[config.mk]
export PLATFORM = sky130hd
export DESIGN_NAME = hs_link_ctrl
export DESIGN_NICKNAME = d
export VERILOG_FILES = /design/src/rtl/hs_link_pkg.sv /design/src/rtl/hs_sync.sv /design/src/rtl/hs_bus_monitor.sv /design/src/rtl/hs_line_join.sv /design/src/rtl/hs_link_ctrl.sv
export SDC_FILE = /design/constraint.sdc
export NUM_CORES = 1
export LEC_CHECK = 0
export ABC_AREA = 1
export CAP_MARGIN = 5
export CORE_ASPECT_RATIO = 0.5
export CORE_MARGIN = 2
export CORE_UTILIZATION = 60
export CTS_BUF_LIST = sky130_fd_sc_hd__clkbuf_8 sky130_fd_sc_hd__clkbuf_16
export CTS_CLUSTER_SIZE = 20
export DETAILED_ROUTE_END_ITERATION = 7
export PLACE_DENSITY = 0.88
export SETUP_SLACK_MARGIN = 0.15
export SLEW_MARGIN = 25
export SYNTH_ARGS = -nofsm -noshare
export SYNTH_HDL_FRONTEND = slang
export SYNTH_SLANG_ARGS = --single-unit
[constraint.sdc]
create_clock -name clk -period 2.5 [get_ports clk]
set_input_delay 0.25 -clock clk [delete_from_list [all_inputs] [get_ports clk]]
set_output_delay 0.25 -clock clk [all_outputs]
set_load 0.01 [all_outputs]
[src/rtl/hs_link_pkg.sv]
// Shared state encodings for the hot-swap link controller.
// Assumes: included before every module of the block.
package hs_link_pkg;
    typedef enum logic [1:0] {
        ST_LOCKOUT   = 2'd0,
        ST_WAIT_QUAL = 2'd1,
        ST_CONNECTED = 2'd2,
        ST_ISOLATED  = 2'd3
    } link_state_t;

    typedef enum logic [1:0] {
        LN_IDLE     = 2'd0,
        LN_DRIVE_CD = 2'd1,
        LN_DRIVE_BP = 2'd2,
        LN_SETTLE   = 2'd3
    } line_state_t;
endpackage

[src/rtl/hs_sync.sv]
// Multi-flop synchronizer for a bundle of asynchronous levels.
// Assumes: STAGES >= 2; each bit is an independent slow level.
module hs_sync #(
    parameter int WIDTH = 1,
    parameter int STAGES = 2,
    parameter logic [WIDTH-1:0] RST_VAL = '0
) (
    input  logic             clk,
    input  logic             rst_n,
    input  logic [WIDTH-1:0] d,
    output logic [WIDTH-1:0] q
);
    logic [STAGES-1:0][WIDTH-1:0] pipe;

    // Shift the sampled levels one stage per clock.
    always_ff @(posedge clk) begin
        if (!rst_n) pipe <= {STAGES{RST_VAL}};
        else        pipe <= {pipe[STAGES-2:0], d};
    end

    assign q = pipe[STAGES-1];
endmodule

[src/rtl/hs_bus_monitor.sv]
// Backplane watcher: flags a STOP and a completed bus-idle interval.
// Assumes: sda/scl are already synchronized; arm low clears the timer.
module hs_bus_monitor #(
    parameter int IDLE_CYCLES = 9500
) (
    input  logic clk,
    input  logic rst_n,
    input  logic arm,
    input  logic sda,
    input  logic scl,
    output logic stop_seen,
    output logic idle_done
);
    localparam int CW = $clog2(IDLE_CYCLES + 1);
    localparam logic [CW-1:0] IDLE_MAX = CW'(IDLE_CYCLES);

    logic          sda_prev;
    logic [CW-1:0] idle_cnt;

    // Remember the previous data level for edge detection.
    always_ff @(posedge clk) begin
        if (!rst_n) sda_prev <= 1'b1;
        else        sda_prev <= sda;
    end

    // Count consecutive high cycles on both lines, saturating at the limit.
    always_ff @(posedge clk) begin
        if (!rst_n)                  idle_cnt <= '0;
        else if (!arm || !sda || !scl) idle_cnt <= '0;
        else if (idle_cnt != IDLE_MAX) idle_cnt <= idle_cnt + 1'b1;
    end

    assign stop_seen = arm && scl && sda && !sda_prev;
    assign idle_done = arm && (idle_cnt == IDLE_MAX);
endmodule

[src/rtl/hs_line_join.sv]
// Wired-AND join of one line across the two sides. It tracks which side
// started the low so that it never latches on its own repeated drive.
// Assumes: inputs are synchronized with SYNC_STAGES flops of delay.
module hs_line_join
    import hs_link_pkg::*;
#(
    parameter int SYNC_STAGES = 2
) (
    input  logic clk,
    input  logic rst_n,
    input  logic link_en,
    input  logic bp_i,
    input  logic cd_i,
    output logic bp_pd,
    output logic cd_pd
);
    localparam int HW = $clog2(SYNC_STAGES + 1) + 1;
    localparam logic [HW-1:0] SETTLE_LAST = HW'(SYNC_STAGES);

    line_state_t       ln_q;
    logic [HW-1:0]     settle_cnt;

    // Track the owner of the low and blank stale samples after a release.
    always_ff @(posedge clk) begin
        if (!rst_n || !link_en) begin
            ln_q       <= LN_IDLE;
            settle_cnt <= '0;
        end else begin
            unique case (ln_q)
                LN_IDLE: begin
                    if (!bp_i)      ln_q <= LN_DRIVE_CD;
                    else if (!cd_i) ln_q <= LN_DRIVE_BP;
                end
                LN_DRIVE_CD: if (bp_i) begin
                    ln_q       <= LN_SETTLE;
                    settle_cnt <= '0;
                end
                LN_DRIVE_BP: if (cd_i) begin
                    ln_q       <= LN_SETTLE;
                    settle_cnt <= '0;
                end
                LN_SETTLE: begin
                    if (settle_cnt == SETTLE_LAST) ln_q <= LN_IDLE;
                    else settle_cnt <= settle_cnt + 1'b1;
                end
                default: ln_q <= LN_IDLE;
            endcase
        end
    end

    assign cd_pd = link_en && (ln_q == LN_DRIVE_CD);
    assign bp_pd = link_en && (ln_q == LN_DRIVE_BP);
endmodule

[src/rtl/hs_link_ctrl.sv]
// Top of the hot-swap link controller: synchronizers, the connection
// state machine, the backplane monitor and one join unit per line.
// Assumes: all inputs are asynchronous; the select acts on the outputs
// combinationally so that isolation needs no clock edge.
module hs_link_ctrl
    import hs_link_pkg::*;
#(
    parameter int SYNC_STAGES = 2,
    parameter int IDLE_CYCLES = 9500
) (
    input  logic clk,
    input  logic rst_n,
    input  logic supply_ok,
    input  logic sel_n,
    input  logic bp_sda_i,
    input  logic bp_scl_i,
    input  logic cd_sda_i,
    input  logic cd_scl_i,
    output logic bp_sda_pd,
    output logic bp_scl_pd,
    output logic cd_sda_pd,
    output logic cd_scl_pd,
    output logic link_en,
    output logic precharge_en,
    output logic ready
);
    localparam int NLINES = 2;

    logic [NLINES-1:0] bp_s, cd_s, bp_pd_v, cd_pd_v;
    logic              sup_s, sel_s;
    logic              stop_seen, idle_done, card_high;
    link_state_t       state_q;

    hs_sync #(.WIDTH(2 * NLINES), .STAGES(SYNC_STAGES), .RST_VAL('1)) u_bus_sync (
        .clk(clk), .rst_n(rst_n),
        .d({cd_scl_i, cd_sda_i, bp_scl_i, bp_sda_i}),
        .q({cd_s, bp_s})
    );

    hs_sync #(.WIDTH(2), .STAGES(SYNC_STAGES), .RST_VAL(2'b01)) u_ctl_sync (
        .clk(clk), .rst_n(rst_n),
        .d({supply_ok, sel_n}),
        .q({sup_s, sel_s})
    );

    hs_bus_monitor #(.IDLE_CYCLES(IDLE_CYCLES)) u_mon (
        .clk(clk), .rst_n(rst_n),
        .arm(state_q == ST_WAIT_QUAL),
        .sda(bp_s[0]), .scl(bp_s[1]),
        .stop_seen(stop_seen), .idle_done(idle_done)
    );

    assign card_high = &cd_s;

    // Connection state machine: lockout, qualification, joined, isolated.
    always_ff @(posedge clk) begin
        if (!rst_n || !sup_s) begin
            state_q <= ST_LOCKOUT;
        end else begin
            unique case (state_q)
                ST_LOCKOUT:   state_q <= sel_s ? ST_ISOLATED : ST_WAIT_QUAL;
                ST_WAIT_QUAL: begin
                    if (sel_s) state_q <= ST_ISOLATED;
                    else if ((stop_seen || idle_done) && card_high)
                        state_q <= ST_CONNECTED;
                end
                ST_CONNECTED: if (sel_s)  state_q <= ST_ISOLATED;
                ST_ISOLATED:  if (!sel_s) state_q <= ST_WAIT_QUAL;
                default:      state_q <= ST_LOCKOUT;
            endcase
        end
    end

    assign link_en      = (state_q == ST_CONNECTED) && !sel_n;
    assign ready        = link_en;
    assign precharge_en = (state_q != ST_CONNECTED);

    for (genvar i = 0; i < NLINES; i++) begin : g_line
        hs_line_join #(.SYNC_STAGES(SYNC_STAGES)) u_join (
            .clk(clk), .rst_n(rst_n), .link_en(link_en),
            .bp_i(bp_s[i]), .cd_i(cd_s[i]),
            .bp_pd(bp_pd_v[i]), .cd_pd(cd_pd_v[i])
        );
    end

    assign bp_sda_pd = bp_pd_v[0];
    assign bp_scl_pd = bp_pd_v[1];
    assign cd_sda_pd = cd_pd_v[0];
    assign cd_scl_pd = cd_pd_v[1];
endmodule

==> flow_metrics.py <==
metrics = {
    "clocking": {
        "clkTransAtPathRegs_ns": 0.07,
        "ctsHoldBuffers": 0,
        "worstSkewPairLatency_ns": 0.29,
        "cts_buffers": 5,
        "cts-resized-gates": 0,
        "cts_setup_buffers": 0,
        "cts_tree": "yes",
        "cts_num_sinks": 39,
        "htreeDepth": 2,
        "cts_buffer_depth": 2,
        "cts_root_buf": "clkbuf_8",
    },
    "worst_hold_path": {
        "holdCritPathClass": "reg -> reg",
    },
    "route": {
        "drt_first_pass_iters": 7,
        "initialDrtViolationCount": 55,
        "vias": 1708,
        "detail-route-antenna-nets": 0,
        "wire_per_inst_um": 11.34,
        "vias_per_cell": 5.083,
        "wl_um": 3810,
        "route.detailed.drc": 0,
    },
    "pwr": {
        "power.leakage_nw": 0.9675,
        "power_density_nw_per_um2": 523.9,
        "swShare_pct": 20.19,
        "combPwrFrac_pct": 4.1,
        "clock_power_share_pct": 44.0,
        "internal_power_w": 0.0009798,
        "pwr-share-seq_pct": 52.0,
        "p_switching_w": 0.0002479,
        "power_w": 0.001228,
        "ir_worst_vdd_mv": 0.4181,
    },
    "finish": {
        "multi_input_area_um2": 1064,
        "final-seq-area_um2": 780.7,
        "layout-drive-gt1-share_pct": 10.14,
        "area_growth_pct": 14.28,
        "diodes": 0,
        "nNetsFinal": 323,
        "final_cells": 336,
        "final.fill_count": 220,
    },
    "logic_synthesis": {
        "yosysSeqAreaShare_pct": 38.07,
        "synth_edf_count": 0,
        "syn-instance-count": 277,
        "synth_area_per_cell_um2": 7.403,
        "synth_top_area_share_pct": 38.07,
        "yosysWarnings": 0,
        "async_flop_share_pct": 0,
        "synth_cell_types": 29,
        "synth_fp_nets": 305,
        "ys.flop_type": "dfxtp_1",
        "synth_area_leader_cell": "dfxtp_1",
        "netlist_area_um2": 2051,
        "ys_top_cells_by_area": "dfxtp_1 38%, ha_1 12%, nand2_1 9.2%",
        "synth.ff_latch_count": 39,
    },
    "timing": {
        "setup_viol": 0,
        "slew-limit-headroom_pct": 62.52,
        "period_needed_ns": 2.182,
        "whs_ns": 0.4146,
        "hold_viol": 0,
        "clock-skew-final_ns": 0.004007,
        "timing.final.max_slew_violations": 0,
        "rsz0062_at_grt": "no",
        "finalSetupTns_ns": 0,
        "worstMarginPinSlew_ns": 0.5605,
        "clock.fmax_mhz": 458.4,
        "finalCritPeriodShare_pct": 87.27,
        "setup_ws_ns": 0.3183,
    },
    "global_route": {
        "grt_max_degree": 14,
        "track_usage_pct": 21.53,
        "grt_pass1_vias": 1557,
        "gr-total-overflow": 0,
        "grt_pass1_wl_um": 6354,
        "antenna_found_initial": 0,
    },
    "critical_path": {
        "max_stage_delay_ns": 0.55,
        "critPathKind": "reg -> out",
        "path_buf_inv": 4,
        "required_ns": 2.25,
        "critPathMaxFanout": 5,
        "start_kind": "register",
        "crit_slowest_cell": "clkdlybuf4s50_1",
        "end_kind": "output pin",
        "crit_top_cell": "inv_1",
        "arrival_ns": 1.93,
        "crit_chain": "inv_1 -> ha_1 -> inv_1 -> nor2_1 -> inv_1 -> nor2_1 -> clkdlybuf4s50_1",
        "critical-path-top-delay-family": "buffers and inverters",
    },
    "outcome": {
        "status": "finished clean",
    },
    "floorplan": {
        "core-area_um2": 3136,
        "die_area_um2": 3930,
        "start_util_pct": 65.40,
        "io_pins": 15,
        "std_cell_rows": 14,
        "die_w_um": 86.68,
        "die_h_um": 45.34,
    },
    "placement": {
        "dp_hpwl_um": 2873,
        "io_buffer_count": 14,
        "post-place-cells": 328,
        "place.gp.congestion": 0.8341,
        "place_worst_setup_slack_ns": 0.6055,
    },
    "run": {
        "maxCapViolCount": 0,
    },
}
==> per-stage QoR <==
step,instance area (um2),utilization (%)
2_1_floorplan,2051,-
3_3_place_gp,2226,70.99
3_5_place_dp,2226,70.99
4_1_cts,2344,74.74
5_1_grt,2344,74.74
6_report,2344,74.74
==> registers in the layout, indices dropped and copies added, names as in the netlist <==
signal                    flops
g_line.u_join.ln_q            4
g_line.u_join.settle_cnt      6
state_q                       2
u_bus_sync.pipe               4
u_bus_sync.q                  4
u_ctl_sync.pipe               2
u_ctl_sync.q                  2
u_mon.idle_cnt               14
u_mon.sda_prev                1
==> cells in the final DEF (no fill, tap or decap), drive strengths merged <==
cell type       n
nand2          52
inv            51
dfxtp          39
nor2           32
ha             20
a21oi          16
clkdlybuf4s50  14
o21ai          13
or2            11
nand3          10
nor3            8
nand4           6
clkbuf          6
a211oi          4
xor2            2
o22ai           2
a31oi           2
nor4            2
nor3b           1
a21boi          1
and3            1
o21a            1
clkinv          1
bufinv          1
==> power by group through the flow <==
stage / Sequential [W] / Combinational, W / Clock [W]
floorplan: 0.000650 / 0.0000302 / 0
global placement: 0.000652 / 0.0000473 / 0
detailed placement: 0.000652 / 0.0000491 / 0
global route: 0.000639 / 0.0000563 / 0.000577
finish: 0.000638 / 0.0000498 / 0.000540
CTS: 0.000638 / 0.0000499 / 0.000552
==> per-layer routing <==
layer  GRT usage (%)  vias to the layer above  share of wire (%)
li1                -                      911                  -
met5               0                        -                  0
met4           9.375                        0                1.8
met3           6.033                        9                3.9
met1           25.51                      758                 47
met2           37.69                       30                 48
==> path summary, 6_finish.rpt <==
check                                                      startpoint                                     endpoint  slack, ns  depth (start not counted)
worst min register to register          u_bus_sync.pipe[0]$_SDFF_PN1_                   u_bus_sync.q[0]$_SDFF_PN1_       0.41                          1
worst max register to register  g_line[0].u_join.ln_q[0]$_SDFFE_PP0P_  g_line[0].u_join.settle_cnt[1]$_SDFFE_PP0P_       0.78                          8
worst max-delay path                          state_q[0]$_SDFFE_PP0P_                                    cd_sda_pd       0.32                          7
worst min-delay path                    u_bus_sync.pipe[0]$_SDFF_PN1_                   u_bus_sync.q[0]$_SDFF_PN1_       0.41                          1
==> kinds of logic after synthesis <==
kind of cell    count (synthesis)  share of synthesized area (%)
simple gates                  123                          28.31
fa+ha+maj                      20                          12.20
buf+inv                        54                          10.07
compound gates                 39                          10.49
xor+xnor                        2                         0.8543
flops                          39                          38.07
==> layout make-up <==
| class | count | share of cell area [%] |
|---|---|---|
| clock buffers | 6 | 3.524 |
| clock inverters | 2 | 1.495 |
| inverters | 51 | 8.169 |
| multi-input cells | 184 | 45.38 |
| flip-flops and latches | 39 | 33.32 |
| well taps | 40 | 2.136 |
| repair buffers | 14 | 5.980 |
==> synth_stat cells (2+ instances only) <==
cell type,number
nand2_1,50
inv_1,49
dfxtp_1,39
nor2_1,29
ha_1,20
a21oi_1,16
or2_2,11
nand3_1,9
o21ai_0,9
nand4_1,6
nor3_1,6
a211oi_1,4
o21ai_1,4
nor2_2,3
a31oi_1,2
clkbuf_1,2
inv_2,2
nand2_2,2
nor3_2,2
o22ai_1,2
xor2_1,2
No activity file was read; power rests on OpenSTA's default activity.
